**src/rtl/pt_walk_pkg.sv**
```systemverilog
package pt_walk_pkg;

    localparam int PTE_W         = 32;
    localparam int PTE_PRESENT_B = 31;
    localparam int PTE_PERM_LSB  = 29;
    localparam int PTE_PERM_W    = 2;
    localparam int PTE_FRAME_W   = 20;
    localparam int PTE_BYTES_LOG = 2;

    typedef enum logic [2:0] {
        ST_IDLE   = 3'd0,
        ST_ISSUE  = 3'd1,
        ST_WAIT   = 3'd2,
        ST_CHECK  = 3'd3,
        ST_REFILL = 3'd4,
        ST_FAULT  = 3'd5
    } walk_state_e;

    typedef enum logic [PTE_PERM_W-1:0] {
        PERM_NONE = 2'd0,
        PERM_RO   = 2'd1,
        PERM_RW   = 2'd2,
        PERM_EXEC = 2'd3
    } perm_e;

    typedef struct packed {
        logic                   present;
        perm_e                  perm;
        logic [PTE_FRAME_W-1:0] frame;
    } pte_fields_t;

    // Pull the meaningful fields out of a raw entry; reserved bits are dropped.
    function automatic pte_fields_t pte_unpack(input logic [PTE_W-1:0] raw);
        pte_fields_t f;
        f.present = raw[PTE_PRESENT_B];
        f.perm    = perm_e'(raw[PTE_PERM_LSB +: PTE_PERM_W]);
        f.frame   = raw[PTE_FRAME_W-1:0];
        return f;
    endfunction

    function automatic logic is_terminal(input walk_state_e s);
        return (s == ST_REFILL) || (s == ST_FAULT);
    endfunction

endpackage

```
**src/rtl/ptw_base_reg.sv**
```systemverilog
module ptw_base_reg
    import pt_walk_pkg::*;
#(
    parameter int              PA_W       = 32,
    parameter logic [PA_W-1:0] BASE_RESET = '0
) (
    input  logic            clk,
    input  logic            rst,
    input  logic            idle,
    input  logic            wr_en,
    input  logic [PA_W-1:0] wr_data,
    output logic [PA_W-1:0] base_o
);

    logic [PA_W-1:0] base_q;
    logic [PA_W-1:0] park_q;
    logic            park_vld_q;

    always_ff @(posedge clk) begin
        if (rst) begin
            base_q     <= BASE_RESET;
            park_q     <= '0;
            park_vld_q <= 1'b0;
        end else if (idle) begin
            // A fresh write in an idle cycle supersedes anything parked.
            if (wr_en) begin
                base_q <= wr_data;
            end else if (park_vld_q) begin
                base_q <= park_q;
            end
            park_vld_q <= 1'b0;
        end else if (wr_en) begin
            park_q     <= wr_data;
            park_vld_q <= 1'b1;
        end
    end

    assign base_o = base_q;

endmodule

```
**src/rtl/ptw_seq.sv**
```systemverilog
module ptw_seq
    import pt_walk_pkg::*;
(
    input  logic        clk,
    input  logic        rst,
    input  logic        miss_valid,
    input  logic        mem_ack,
    input  logic        entry_present,
    output walk_state_e state_o,
    output logic        accept_o,
    output logic        capture_o
);

    walk_state_e st_q;
    walk_state_e st_d;

    always_comb begin
        st_d = st_q;
        unique case (st_q)
            ST_IDLE:   if (miss_valid) st_d = ST_ISSUE;
            ST_ISSUE:  st_d = ST_WAIT;
            ST_WAIT:   if (mem_ack) st_d = ST_CHECK;
            ST_CHECK:  st_d = entry_present ? ST_REFILL : ST_FAULT;
            ST_REFILL: st_d = ST_IDLE;
            ST_FAULT:  st_d = ST_IDLE;
            default:   st_d = ST_IDLE;
        endcase
    end

    always_ff @(posedge clk) begin
        if (rst) st_q <= ST_IDLE;
        else     st_q <= st_d;
    end

    assign state_o   = st_q;
    assign accept_o  = (st_q == ST_IDLE) && miss_valid;
    assign capture_o = (st_q == ST_WAIT) && mem_ack;

endmodule

```
**src/rtl/ptw_pte_latch.sv**
```systemverilog
module ptw_pte_latch
    import pt_walk_pkg::*;
(
    input  logic             clk,
    input  logic             rst,
    input  logic             capture,
    input  logic [PTE_W-1:0] raw,
    output pte_fields_t      fields_o
);

    pte_fields_t fields_q;
    logic        rsvd_unused;

    assign rsvd_unused = ^raw[PTE_PERM_LSB-1:PTE_FRAME_W];

    always_ff @(posedge clk) begin
        if (rst)          fields_q <= '0;
        else if (capture) fields_q <= pte_unpack(raw);
    end

    assign fields_o = fields_q;

endmodule

```
**src/rtl/pt_walker.sv**
```systemverilog
module pt_walker
    import pt_walk_pkg::*;
#(
    parameter int              VPN_W      = 20,
    parameter int              PA_W       = 32,
    parameter logic [PA_W-1:0] BASE_RESET = '0
) (
    input  logic                   clk,
    input  logic                   rst,
    input  logic                   miss_valid,
    input  logic [VPN_W-1:0]       miss_vpn,
    output logic                   busy,
    input  logic                   base_wr_en,
    input  logic [PA_W-1:0]        base_wr_data,
    output logic                   mem_req,
    output logic [PA_W-1:0]        mem_addr,
    input  logic                   mem_ack,
    input  logic [PTE_W-1:0]       mem_rdata,
    output logic                   refill_valid,
    output logic [VPN_W-1:0]       refill_vpn,
    output logic [PTE_FRAME_W-1:0] refill_ppn,
    output logic [PTE_PERM_W-1:0]  refill_rights,
    output logic                   fault_valid,
    output logic [VPN_W-1:0]       fault_vpn
);

    localparam int OFS_W = VPN_W + PTE_BYTES_LOG;

    walk_state_e     st;
    logic            accept;
    logic            capture;
    logic [PA_W-1:0] base;
    logic [VPN_W-1:0] vpn_q;
    logic [PA_W-1:0] addr_q;
    pte_fields_t     pte;
    logic [OFS_W-1:0] ofs;

    ptw_seq u_seq (
        .clk           (clk),
        .rst           (rst),
        .miss_valid    (miss_valid),
        .mem_ack       (mem_ack),
        .entry_present (pte.present),
        .state_o       (st),
        .accept_o      (accept),
        .capture_o     (capture)
    );

    ptw_base_reg #(.PA_W(PA_W), .BASE_RESET(BASE_RESET)) u_base (
        .clk     (clk),
        .rst     (rst),
        .idle    (st == ST_IDLE),
        .wr_en   (base_wr_en),
        .wr_data (base_wr_data),
        .base_o  (base)
    );

    ptw_pte_latch u_pte (
        .clk      (clk),
        .rst      (rst),
        .capture  (capture),
        .raw      (mem_rdata),
        .fields_o (pte)
    );

    assign ofs = {vpn_q, {PTE_BYTES_LOG{1'b0}}};

    always_ff @(posedge clk) begin
        if (rst) begin
            vpn_q  <= '0;
            addr_q <= '0;
        end else begin
            if (accept) vpn_q <= miss_vpn;
            if (st == ST_ISSUE) addr_q <= base + PA_W'(ofs);
        end
    end

    assign busy          = (st != ST_IDLE);
    assign mem_req       = (st == ST_WAIT);
    assign mem_addr      = addr_q;
    assign refill_valid  = (st == ST_REFILL);
    assign refill_vpn    = vpn_q;
    assign refill_ppn    = pte.frame;
    assign refill_rights = pte.perm;
    assign fault_valid   = is_terminal(st) && (st == ST_FAULT);
    assign fault_vpn     = vpn_q;

endmodule

```
**config.mk**
```make
export PLATFORM = sky130hd
export DESIGN_NAME = pt_walker
export DESIGN_NICKNAME = d
export VERILOG_FILES = /design/src/rtl/pt_walk_pkg.sv /design/src/rtl/ptw_base_reg.sv /design/src/rtl/ptw_seq.sv /design/src/rtl/ptw_pte_latch.sv /design/src/rtl/pt_walker.sv
export SDC_FILE = /design/constraint.sdc
export NUM_CORES = 1
export LEC_CHECK = 0
export BUFFER_PORTS_ARGS = -buffer_cell sky130_fd_sc_hd__buf_2
export CAP_MARGIN = 20
export CORE_MARGIN = 2
export CORE_UTILIZATION = 57
export DETAILED_ROUTE_END_ITERATION = 8
export PLACE_DENSITY = 0.86
export SKIP_LAST_GASP = 1
export SYNTH_ARGS = -nofsm -noshare
export SYNTH_HDL_FRONTEND = slang
export SYNTH_SLANG_ARGS = --single-unit
```
**constraint.sdc**
```tcl
create_clock -name clk -period 6.8 [get_ports clk]
set_clock_uncertainty 0.05 [all_clocks]
set_input_delay 2.04 -clock clk [delete_from_list [all_inputs] [get_ports clk]]
set_output_delay 2.04 -clock clk [all_outputs]
set_load 0.005 [all_outputs]
```
# Word-level counts from Yosys, hierarchy flattened
# Cells that the tools add are included.
# Widths: inputs -> output; s select.
[word_totals]
mem_bits_ro = 0
out_inout_bits = 98
wordCells = 35
memories = 0
latchBits = 0
reg_bits = 143
ram_bits = 0
[op_classes]
n_mux = 6
magnitude_cmp = 0
bitwise = 1
add_sub_neg = 1
n_mul = 0
n_div = 0
eq_ne = 7
n_shift = 0
reduce_logical = 11
[ops]
columns = ["op", "n"]
rows = [
  ["$mux 32", 2],
  ["$add 32x22->32", 1],
  ["$pmux 3 s4", 1],
  ["$eq 3x2->1 const B", 2],
  ["$eq 3x3->1 const B", 2],
  ["$mux 3", 2],
  ["$reduce_and 2->1", 3],
  ["$eq 3x1->1 const B", 1],
  ["$logic_and 1x1->1", 3],
  ["$logic_not 3->1", 1],
  ["$reduce_bool 3->1", 1],
  ["$ne 2x1->1 const B", 1],
  ["$ne 2x2->1 const B", 1],
  ["$reduce_bool 2->1", 1],
  ["$reduce_or 2->1", 1],
  ["$logic_or 1x1->1", 1],
  ["$mux 1", 1],
  ["$not 1->1", 1],
]

# Logic depth before layout (Yosys ltp)
# Gate-level depths: netlist (run 1).
[depth]
ltp_word = 3
mapped_depth = 10
ltp_nobuf = 10

# Hierarchy
# Synthesis (run 1) repeated with hierarchy kept, for this count alone.
[hier_totals]
cells_unflattened = 753
area_unflattened_um2 = 6926.6
[by_module_without_submodules]
columns = ["module", "seq_area_each_um2", "area_per_inst_um2", "cells_each", "n_inst"]
rows = [
  ["pt_walker", 1041.0, 3301.9, 411, 1],
  ["ptw_base_reg", 1301.2, 2652.5, 254, 1],
  ["ptw_pte_latch", 460.4, 835.8, 74, 1],
  ["ptw_seq", 60.1, 136.4, 14, 1],
]

# Least setup slack after synthesis (run 1)
# OpenSTA, ideal clock, no wires.
[synth_path]
path_kind = "input port to flip-flop"
from = "input port base_wr_en"
to = "register u_base.base_q[10] (netlist: u_base.base_o[10])"
slack_ns = 3.553
setup_ns = 0.137
required_ns = 6.613
path_stages = 4
t_arrival_ns = 3.060
path_cell_list = "clkbuf_1 > clkbuf_1 > mux2i_1 > a211oi_1"
[synth_between]
elab_chain_len = 2
[synth_rtl]
columns = ["item", "line", "source"]
rows = [
  ["from (decl)", "pt_walker.sv:13", "input logic base_wr_en,"],
  ["$reduce_bool 2->1 (no source line)", "n/a", ""],
  ["$reduce_and 2->1 (no source line)", "n/a", ""],
  ["to (signal assigned)", "ptw_base_reg.sv:27", "base_q <= wr_data;"],
  ["to (signal assigned)", "ptw_base_reg.sv:29", "base_q <= park_q;"],
  ["to (decl)", "ptw_base_reg.sv:15", "logic [PA_W-1:0] base_q;"],
]
# Several ways; a longest one is shown, not always the timed one.
# A chain may end at the register's enable or synchronous reset.

# Worst setup path in the final report (run 1)
[layout_path]
from = "input port base_wr_en"
to = "register u_base.park_q[30]"
[layout_between]
elab_chain_len = 1
[layout_rtl]
columns = ["item", "line", "source"]
rows = [
  ["$reduce_and 2->1 (no source line)", "n/a", ""],
  ["to (signal assigned)", "ptw_base_reg.sv:33", "park_q <= wr_data;"],
  ["to (decl)", "ptw_base_reg.sv:16", "logic [PA_W-1:0] park_q;"],
]
# Every way passes these cells.

==> results.sh, run 1 <==
export IMPL_status="finished, final reports clean"
export IMPL_synth_cells=835
export IMPL_overflow=0
export IMPL_powerDensity_nw_per_um2=292
export IMPL_vias=6266
export IMPL_h_tree_depth=4
export IMPL_post_cts_buffers=0
export IMPL_yosys_warnings=0
export IMPL_crit_buf_inv=1
export IMPL_grt_pass1_wl_um=27200
export IMPL_cts_resized=0
export IMPL_worst_setup_path_end_kind="flip-flop"
export IMPL_die_y_um=113
export IMPL_ys_ff_latch=143
export IMPL_die_w_um=113
export IMPL_yosysUniqueCellTypes=57
export IMPL_power_frac_comb_pct=19.6
export IMPL_worst_setup_path_start_kind="primary input"
export IMPL_clkTransAtPathRegs_ns=0.06
export IMPL_start_util_pct=58.8
export IMPL_cp_startpoint="base_wr_en"
export IMPL_drive_gt1_share_pct=22.8
export IMPL_r2r_end="mem_addr[31]"
export IMPL_fin_nets=1070
export IMPL_finalSetupViolCount=0
export IMPL_seqPwrFrac_pct=42.0
export IMPL_cts_root_buffer="clkbuf_16"
export IMPL_grt_usage_pct=26.4
export IMPL_ys_flop_type="dfxtp_1"
export IMPL_synthMuxAreaShare_pct=4.75
export IMPL_wl_um=17200
export IMPL_required_ns=7.01
export IMPL_leakage_uw=0.00357
export IMPL_clk_latency_ns=0.42
export IMPL_grt_pass1_vias=5598
export IMPL_drtPass1Iterations=5
export IMPL_cts_buffers_inserted=17
export IMPL_drtAntennaViolNets=0
export IMPL_syn_area_um2=6740
export IMPL_cap_violations=0
export IMPL_yosysSeqAreaShare_pct=42.5
export IMPL_r2r_start="fault_vpn[4]"
export IMPL_core_um2=11500
export IMPL_cp_top_family="simple AND/OR/NAND/NOR gates"
export IMPL_setup_tns_ns=0
export IMPL_hold_viol_final=0
export IMPL_reg2reg_depth=8
export IMPL_cp_cell_sequence="buf_2 > nand2_1 > nand2_1 > a21oi_1"
export IMPL_cts_sinks=143
export IMPL_rows=39
export IMPL_synth_simple_area_share_pct=20.5
export IMPL_netlist_top_cell_by_area="dfxtp_1"
export IMPL_grt_start_max_net_pins=81
export IMPL_path_max_fanout=35
export IMPL_place_congestion=0.912
export IMPL_report_final_slew_viol_count=0
export IMPL_tritoncts="done"
export IMPL_clock_fmax_mhz=255
export IMPL_hold_depth=2
export IMPL_via_per_inst=5.61
export IMPL_syn_area_per_cell_um2=8.07
export IMPL_crit_type="in -> reg"
export IMPL_die_area_um2=12700
export IMPL_crit_cells=4
export IMPL_switching_power_uw=692
export IMPL_drc=0
export IMPL_drt_iter0_markers=432
export IMPL_ios=187
export IMPL_cpPeakStageDelay_ns=0.93
export IMPL_max_slew_margin_pct=27.9
export IMPL_async_reset_ff_share_pct=0
export IMPL_synth_edf_count=0
export IMPL_hp_class="reg -> reg"
export IMPL_avgRoutedWirePerCell_um=15.4
export IMPL_hpwl_um=11700
export IMPL_rsz0062_at_grt="no"
export IMPL_synth_top_family_by_area="simple AND/OR/NAND/NOR gates"
export IMPL_critical_path_arrival_ns=4.14
export IMPL_sw_frac_of_total_pct=29.5
export IMPL_antenna_found_initial=0
export IMPL_final_util_pct=70.1
export IMPL_netlist_area_leader_share_pct=42.5
export IMPL_synthAdderAreaFrac_pct=4.01
export IMPL_antenna_cells=0
export IMPL_numPortBuffers=177
export IMPL_reg2reg_slack_ns=4.14
export IMPL_syn_to_final_growth_pct=19.3
export IMPL_layout_min_cycle_time_ns=3.93
export IMPL_p_int_uw=1660
export IMPL_critPathCapture="u_base.park_q[30]"
export IMPL_ir_drop_v=0.000200
export IMPL_crit_slowest_cell="nand2_1"
export IMPL_worst_pin_slew_ns=1.08
export IMPL_cts_buffer_depth=2
export IMPL_cp_common_cell="nand2_1"
export IMPL_synth_area_leaders="dfxtp_1, nand2_1, a21oi_1, mux2i_1, a211oi_1"
export IMPL_synth_xor_area_share_pct=2.47
export IMPL_clkPwrFrac_pct=38.4
export IMPL_postCtsHoldBufs=0
export IMPL_syn_nets=945
export IMPL_post_route_period_util_pct=57.8
export IMPL_synth_compound_area_share_pct=19.2
export IMPL_n_fill_cell=901
[metrics by stage]
stage                     hold WS, ns  power (uW)  setup WS [ns]  area, um^2  instances
after floorplan                 0.382        1310           3.55        6740        835
after global placement          0.387        1430           2.50        7430       1083
after detailed placement        0.392        1450           2.45        7430       1083
after CTS                       0.399        2340           2.88        8010       1115
after global routing            0.417        2450           2.70        8040       1116
final                           0.398        2350           2.87        8040       1116
[flip-flops by register name (all words and copies together), names as in the netlist]
name,cells
fault_vpn,20
mem_addr,32
u_base.base_o,32
u_base.park_q,32
u_base.park_vld_q,1
u_pte.fields_o,23
u_seq.state_o,3
[area by class of cell]
class	instances	area, um^2	share of cell area (%)
Tap cell	143	179	2.22
Multi-Input combinational cell	607	3440	42.8
Sequential cell	143	2860	35.6
Timing Repair Buffer	182	946	11.8
Inverter	9	33.8	0.420
Clock inverter	8	80.1	0.996
Clock buffer	24	502	6.24
[cell usage after synthesis (3+ instances only)]
library cell  number
nand2_1          202
mux2i_1           32
a21oi_1          112
ha_1              20
buf_4             20
o21ai_0            9
a211oi_1          40
xor2_1             9
dfxtp_1          143
nor3b_1            3
buf_2              4
inv_1              9
o21bai_1           4
and2_1             6
a21o_1             8
nand4_1            5
nor3_1            10
buf_1              3
o21a_1             4
nor2_1            62
clkbuf_8           3
or3_1              3
clkbuf_1          43
xnor2_1           10
nand3_1           11
o211ai_1           4
nor4_1             8
nor2b_1            5
[tightest hold or removal path, cell delays in order, from the launching register on]
cell     delay, ns
dfxtp_1       0.31
nand2_1       0.05
a21oi_1       0.05
[routing by layer]
metal / vias up / track usage (%) / wire [um]
met5: - / 0 / 0
met4: 0 / 11.1 / 469
met3: 46 / 5.68 / 1250
met2: 243 / 41.0 / 8140
met1: 2868 / 35.9 / 7330
li1: 3109 / - / -
[power by group through the flow]
stage                     logic [uW]  registers, uW  clock network [uW]
final                            459            987                 902
after detailed placement         445           1000                   0
after CTS                        452            985                 904
after floorplan                  330            984                   0
after global routing             508            996                 945
after global placement           436            998                   0
[placed cells by master (no fill, tap or decap), drive strengths merged, types with 3 or more instances in the layout]
cell type and instances:
buf 182, clkinv 4, clkinvlp 3, a21oi 112, nor2 63, nand3 11
nor3 10, xor2 9, and3 4, xnor2 10, o21a 4, or3 3
nand2 202, nor3b 3, o31ai 3, a21o 8, nor2b 5, and2 7
a211oi 42, inv 9, o211ai 4, mux2i 32, dfxtp 143, nor4 9
ha 20, clkbuf 24, o21ai 9, o21bai 4, nand4 5
[worst min-delay path by stage]
| stage | start | to |
|---|---|---|
| final | mem_addr[11] | mem_addr[11] |
| after floorplan | u_base.base_o[0] | mem_addr[0] |
| after CTS | mem_addr[9] | mem_addr[9] |
| after detailed placement | mem_addr[9] | mem_addr[9] |
| after global placement | mem_addr[11] | mem_addr[11] |
| after global routing | mem_addr[14] | mem_addr[14] |
[cells by family after synthesis]
kind of cell	count (synthesis)
buffers and inverters	85
adders and majority gates	21
xor gates and xnor gates	19
and+or+nand+nor	328
muxes	32
AOI/OAI and AO/OA	207
DFF	143
No activity file was read; power rests on OpenSTA's default activity.
==> run 2, diff against run 1 <==
--- a/config.mk
+++ b/config.mk
@@ -8,9 +8,9 @@
 export BUFFER_PORTS_ARGS = -buffer_cell sky130_fd_sc_hd__buf_2
 export CAP_MARGIN = 20
 export CORE_MARGIN = 2
-export CORE_UTILIZATION = 57
+export CORE_UTILIZATION = 53
 export DETAILED_ROUTE_END_ITERATION = 8
-export PLACE_DENSITY = 0.86
+export PLACE_DENSITY = 0.81
 export SKIP_LAST_GASP = 1
 export SYNTH_ARGS = -nofsm -noshare
 export SYNTH_HDL_FRONTEND = slang
==> constraint.sdc (replaced) <==
create_clock -name clk -period 3.9 [get_ports clk]
set_clock_uncertainty 0.05 [all_clocks]
set_input_delay 1.17 -clock clk [delete_from_list [all_inputs] [get_ports clk]]
set_output_delay 1.17 -clock clk [all_outputs]
set_load 0.005 [all_outputs]
==> run 2 against run 1 <==
Effect of this change:
- cell area up 0.25%
- hold slack got worse by 0.0038 ns
- via count down 3.5%
- sequential share of layout area shrank 0.088 points
- total power increased by 70%
- clock power rose by 64%
- largest power group unchanged
- first-iteration DRC count fell by 12%
- die area grew 7.3%
- global-route usage shrank 2.3 points
==> results.sh, run 2 (synthesized netlist as in run 1, its figures left out) <==
export IMPL_cap_violations=0
export IMPL_layout_min_cycle_time_ns=2.88
export IMPL_clkTransAtPathRegs_ns=0.06
export IMPL_post_cts_buffers=0
export IMPL_die_area_um2=13600
export IMPL_hold_viol_final=0
export IMPL_drtAntennaViolNets=0
export IMPL_fin_nets=1072
export IMPL_cts_buffer_depth=2
export IMPL_cts_buffers_inserted=17
export IMPL_grt_pass1_wl_um=25900
export IMPL_finalSetupViolCount=0
export IMPL_clock_fmax_mhz=347
export IMPL_hpwl_um=11800
export IMPL_whs_ns=0.394
export IMPL_hold_depth=2
export IMPL_setup_tns_ns=0
export IMPL_post_route_period_util_pct=73.8
export IMPL_overflow=0
export IMPL_required_ns=2.68
export IMPL_antenna_found_initial=1
export IMPL_status="finished, final reports clean"
export IMPL_drtPass1Iterations=5
export IMPL_drt_iter0_markers=380
export IMPL_hp_class="reg -> reg"
export IMPL_critical_path_arrival_ns=1.66
export IMPL_report_final_slew_viol_count=0
export IMPL_cts_sinks=143
export IMPL_start_util_pct=53.9
export IMPL_worst_pin_slew_ns=0.840
export IMPL_clk_latency_ns=0.42
export IMPL_ir_drop_v=0.000287
export IMPL_path_max_fanout=10
export IMPL_crit_type="reg -> out"
export IMPL_grt_usage_pct=24.1
export IMPL_grt_start_max_net_pins=113
export IMPL_drc=0
export IMPL_core_um2=12500
export IMPL_syn_to_final_growth_pct=19.6
export IMPL_leakage_uw=0.00357
export IMPL_powerDensity_nw_per_um2=495
export IMPL_vias=6049
export IMPL_rows=41
export IMPL_r2r_end="mem_addr[31]"
export IMPL_drive_gt1_share_pct=22.9
export IMPL_r2r_start="fault_vpn[4]"
export IMPL_reg2reg_slack_ns=1.33
export IMPL_worst_setup_path_end_kind="output port"
export IMPL_grt_pass1_vias=5373
export IMPL_worst_setup_path_start_kind="flip-flop"
export IMPL_die_y_um=117
export IMPL_reg2reg_depth=8
export IMPL_die_w_um=117
export IMPL_min_delay_start="mem_addr[5]"
export IMPL_avgRoutedWirePerCell_um=14.4
export IMPL_layout_commonest_cell="nand2_1"
export IMPL_place_congestion=0.916
export IMPL_h_tree_depth=4
export IMPL_via_per_inst=5.27
export IMPL_ios=187
export IMPL_numPortBuffers=177
export IMPL_postCtsHoldBufs=0
export IMPL_final_cell_mix="nand2_1, buf_2, dfxtp_1"
export IMPL_tritoncts="done"
export IMPL_wl_um=16600
export IMPL_n_fill_cell=1111
export IMPL_cts_resized=0
export IMPL_cts_root_buffer="clkbuf_16"
export IMPL_rsz0062_at_grt="no"
export IMPL_max_slew_margin_pct=44.0
export IMPL_hold_path_endpoint="mem_addr[5]"
-- run 2: cell types whose count changed in the layout (fill, tap and decap cells not counted), sizes merged --
cell and delta:
clkinv +4, clkbuf -3, buf +2, clkinvlp -1, diode +1
-- run 2: cell type report --
class | instances | area [um^2] | area share (%)
repair buffers | 184 | 966 | 12.0
well taps | 172 | 215 | 2.67
inverters | 9 | 33.8 | 0.419
clock buffers | 21 | 450 | 5.59
multi-input cells | 607 | 3440 | 42.7
flip-flops and latches | 143 | 2860 | 35.5
clock inverters | 11 | 92.6 | 1.15
diodes | 1 | 2.50 | 0.0310
-- run 2: stage by stage --
step	setup slack [ns]	cells	power [uW]	cell area [um^2]	utilization (%)
finish	1.02	1148	3990	8060	64.4
global route	0.924	1148	4190	8060	64.4
CTS	1.02	1147	4010	8060	64.4
detailed placement	1.26	1115	2530	7520	60.0
global placement	1.30	1115	2510	7520	60.0
floorplan	1.52	835	2290	6740	-
-- run 2: metal layers --
layer	share of wire [%]	GRT usage (%)
met1	46	33.1
met2	46	36.4
met5	0	0
met4	2.4	10.3
met3	5.6	5.82
-- run 2: critical path, cell delays in order (launching register included) --
cell and delay [ns]:
dfxtp_1 0.40, nor3_1 0.47, inv_1 0.19, buf_2 0.18
-- run 2: report_power, final --
part | switching (uW) | internal [uW] | total [uW] | leakage, uW
clock | 590 | 886 | 1480 | 0.000266
combinational | 474 | 321 | 795 | 0.00213
sequential | 112 | 1610 | 1720 | 0.00117
total | 1180 | 2810 | 3990 | 0.00357
-- run 2: worst max path at each step --
stage	from	end	slack, ns	depth (start not counted)
after floorplan	base_wr_en	u_base.base_o[10]	1.52	4
after global placement	base_wr_en	u_base.base_o[2]	1.30	6
after detailed placement	base_wr_en	u_base.base_o[1]	1.26	6
after CTS	u_seq.state_o[0]	busy	1.02	3
after global routing	u_seq.state_o[0]	busy	0.92	3
final	u_seq.state_o[0]	busy	1.02	3
==> run 3, diff against run 2 <==
--- a/config.mk
+++ b/config.mk
@@ -8,9 +8,9 @@
 export BUFFER_PORTS_ARGS = -buffer_cell sky130_fd_sc_hd__buf_2
 export CAP_MARGIN = 20
 export CORE_MARGIN = 2
-export CORE_UTILIZATION = 53
+export CORE_UTILIZATION = 47
 export DETAILED_ROUTE_END_ITERATION = 8
-export PLACE_DENSITY = 0.81
+export PLACE_DENSITY = 0.76
 export SKIP_LAST_GASP = 1
 export SYNTH_ARGS = -nofsm -noshare
 export SYNTH_HDL_FRONTEND = slang
==> constraint.sdc (replaced) <==
create_clock -name clk -period 2.54 [get_ports clk]
set_clock_uncertainty 0.05 [all_clocks]
set_input_delay 0.762 -clock clk [delete_from_list [all_inputs] [get_ports clk]]
set_output_delay 0.762 -clock clk [all_outputs]
set_load 0.005 [all_outputs]
==> run 3 against run 2 <==
Effect of this change:
- register-to-register slack got worse by 1.2 ns
- via count increased by 2.8%
- non-clock buffer count increased by 24
- first-iteration DRC count decreased by 22%
- sequential share of layout area decreased by 1.4 points
- critical path type is now reg -> reg
- critical endpoint is now mem_addr[24]
- largest cell class unchanged
- largest power group is now the clock network
==> results.sh, run 3 (synthesized netlist as in run 1, its figures left out) <==
export IMPL_drc=0
export IMPL_hp_class="reg -> reg"
export IMPL_worst_setup_path_start_kind="flip-flop"
export IMPL_wl_met1_um=7860
export IMPL_cap_violations=0
export IMPL_dr_wl_met3_um=1070
export IMPL_clkTransAtPathRegs_ns=0.06
export IMPL_antenna_found_initial=0
export IMPL_max_slew_margin_pct=59.9
export IMPL_cp_cell_sequence="ha_1 > and3_2 > a221oi_2 > o22a_1 > nand2_2 > or2_2 > a211o_1"
export IMPL_via_per_inst=5.27
export IMPL_crit_slowest_cell="ha_1"
export IMPL_ios=187
export IMPL_antenna_cells=0
export IMPL_cts_buffer_depth=2
export IMPL_report_final_slew_viol_count=0
export IMPL_place_congestion=0.938
export IMPL_post_route_period_util_pct=95.3
export IMPL_syn_to_final_growth_pct=24.7
export IMPL_layout_commonest_cell="nand2_1"
export IMPL_met2_length_um=8410
export IMPL_cts_sinks=143
export IMPL_status="finished, final reports clean"
export IMPL_overflow=0
export IMPL_critical_path_arrival_ns=2.68
export IMPL_grt_pass1_vias=5614
export IMPL_worst_setup_path_end_kind="flip-flop"
export IMPL_postCtsHoldBufs=0
export IMPL_crit_type="reg -> reg"
export IMPL_grt_pass1_wl_um=27500
export IMPL_numPortBuffers=177
export IMPL_drtPass1Iterations=5
export IMPL_powerDensity_nw_per_um2=790
export IMPL_final_cell_area_um2=8410
export IMPL_finalSetupViolCount=0
export IMPL_core_um2=13900
export IMPL_hpwl_um=12600
export IMPL_routed_top_layer="met4"
export IMPL_layout_min_cycle_time_ns=2.42
export IMPL_start_util_pct=48.4
export IMPL_clk_latency_ns=0.43
export IMPL_die_w_um=124
export IMPL_drtAntennaViolNets=0
export IMPL_cts_root_buffer="clkbuf_16"
export IMPL_path_max_fanout=7
export IMPL_postPlaceCellArea_um2=7680
export IMPL_tritoncts="done"
export IMPL_h_tree_depth=4
export IMPL_rows=43
export IMPL_wl_um=17700
export IMPL_cp_top_family="compound AO/OA/AOI/OAI gates"
export IMPL_cpPeakStageDelay_ns=0.38
export IMPL_vias=6217
export IMPL_final_cell_mix="nand2_1, buf_2, dfxtp_1"
export IMPL_hold_viol_final=0
export IMPL_worst_pin_slew_ns=0.597
export IMPL_avgRoutedWirePerCell_um=15.0
export IMPL_die_area_um2=15300
export IMPL_grt_usage_pct=23.0
export IMPL_ir_drop_v=0.000518
export IMPL_drive_gt1_share_pct=26.3
export IMPL_drt_iter0_markers=298
export IMPL_crit_buf_inv=0
export IMPL_cts_buffers_inserted=17
export IMPL_fin_nets=1096
export IMPL_die_y_um=124
export IMPL_clock_fmax_mhz=413
export IMPL_grt_start_max_net_pins=68
export IMPL_leakage_uw=0.00373
export IMPL_setup_tns_ns=0
export IMPL_required_ns=2.80
==> run 3: cell type report <==
class,count,area (um^2)
Clock inverter,14,206
Fill cell,1223,5530
Clock buffer,18,439
Sequential cell,143,2860
Inverter,9,33.8
Timing Repair Buffer,208,1140
Tap cell,180,225
Multi-Input combinational cell,607,3500
==> run 3: power breakdown <==
group	total (uW)	switching (uW)	internal, uW
Clock	2680	994	1690
Sequential	2640	176	2470
Combinational	1320	761	561
==> run 3: path summary, 6_finish.rpt <==
kind | start | end | slack [ns] | cells after the start
max | fault_vpn[10] | mem_addr[24] | 0.12 | 7
min | mem_addr[9] | mem_addr[9] | 0.40 | 2
max reg2reg | fault_vpn[10] | mem_addr[24] | 0.12 | 7
min reg2reg | mem_addr[9] | mem_addr[9] | 0.40 | 2
==> run 3: per-stage QoR <==
stage          util, %  hold slack (ns)  total power, uW  instances  setup slack (ns)
5_1_grt           60.3            0.419             6940       1179           -0.0161
4_1_cts           59.7            0.400             6640       1177            0.0206
3_5_place_dp      55.1            0.392             3960       1145            0.0591
6_report          60.3            0.400             6640       1179             0.120
3_3_place_gp      55.1            0.387             3930       1145            0.0914
2_1_floorplan        -            0.382             3520        835             0.272
==> run 3: worst min-delay path, stage by stage (launching register included) <==
cell,delay [ns]
dfxtp_1,0.30
nand2_1,0.05
a21oi_1,0.05
==> run 3: what timing repair did <==
| action | CTS | global route |
|---|---|---|
| setup buffers | 0 | 1 |
| endpoints found under the setup margin | 0 | 14 |
| resized for setup | 0 | 15 |
==> run 3: per-layer routing <==
metal / up-vias / global-route usage [%]
met4: 0 / 7.74
met3: 27 / 4.99
met2: 182 / 36.6
met5: - / 0
met1: 2838 / 31.1
li1: 3170 / -
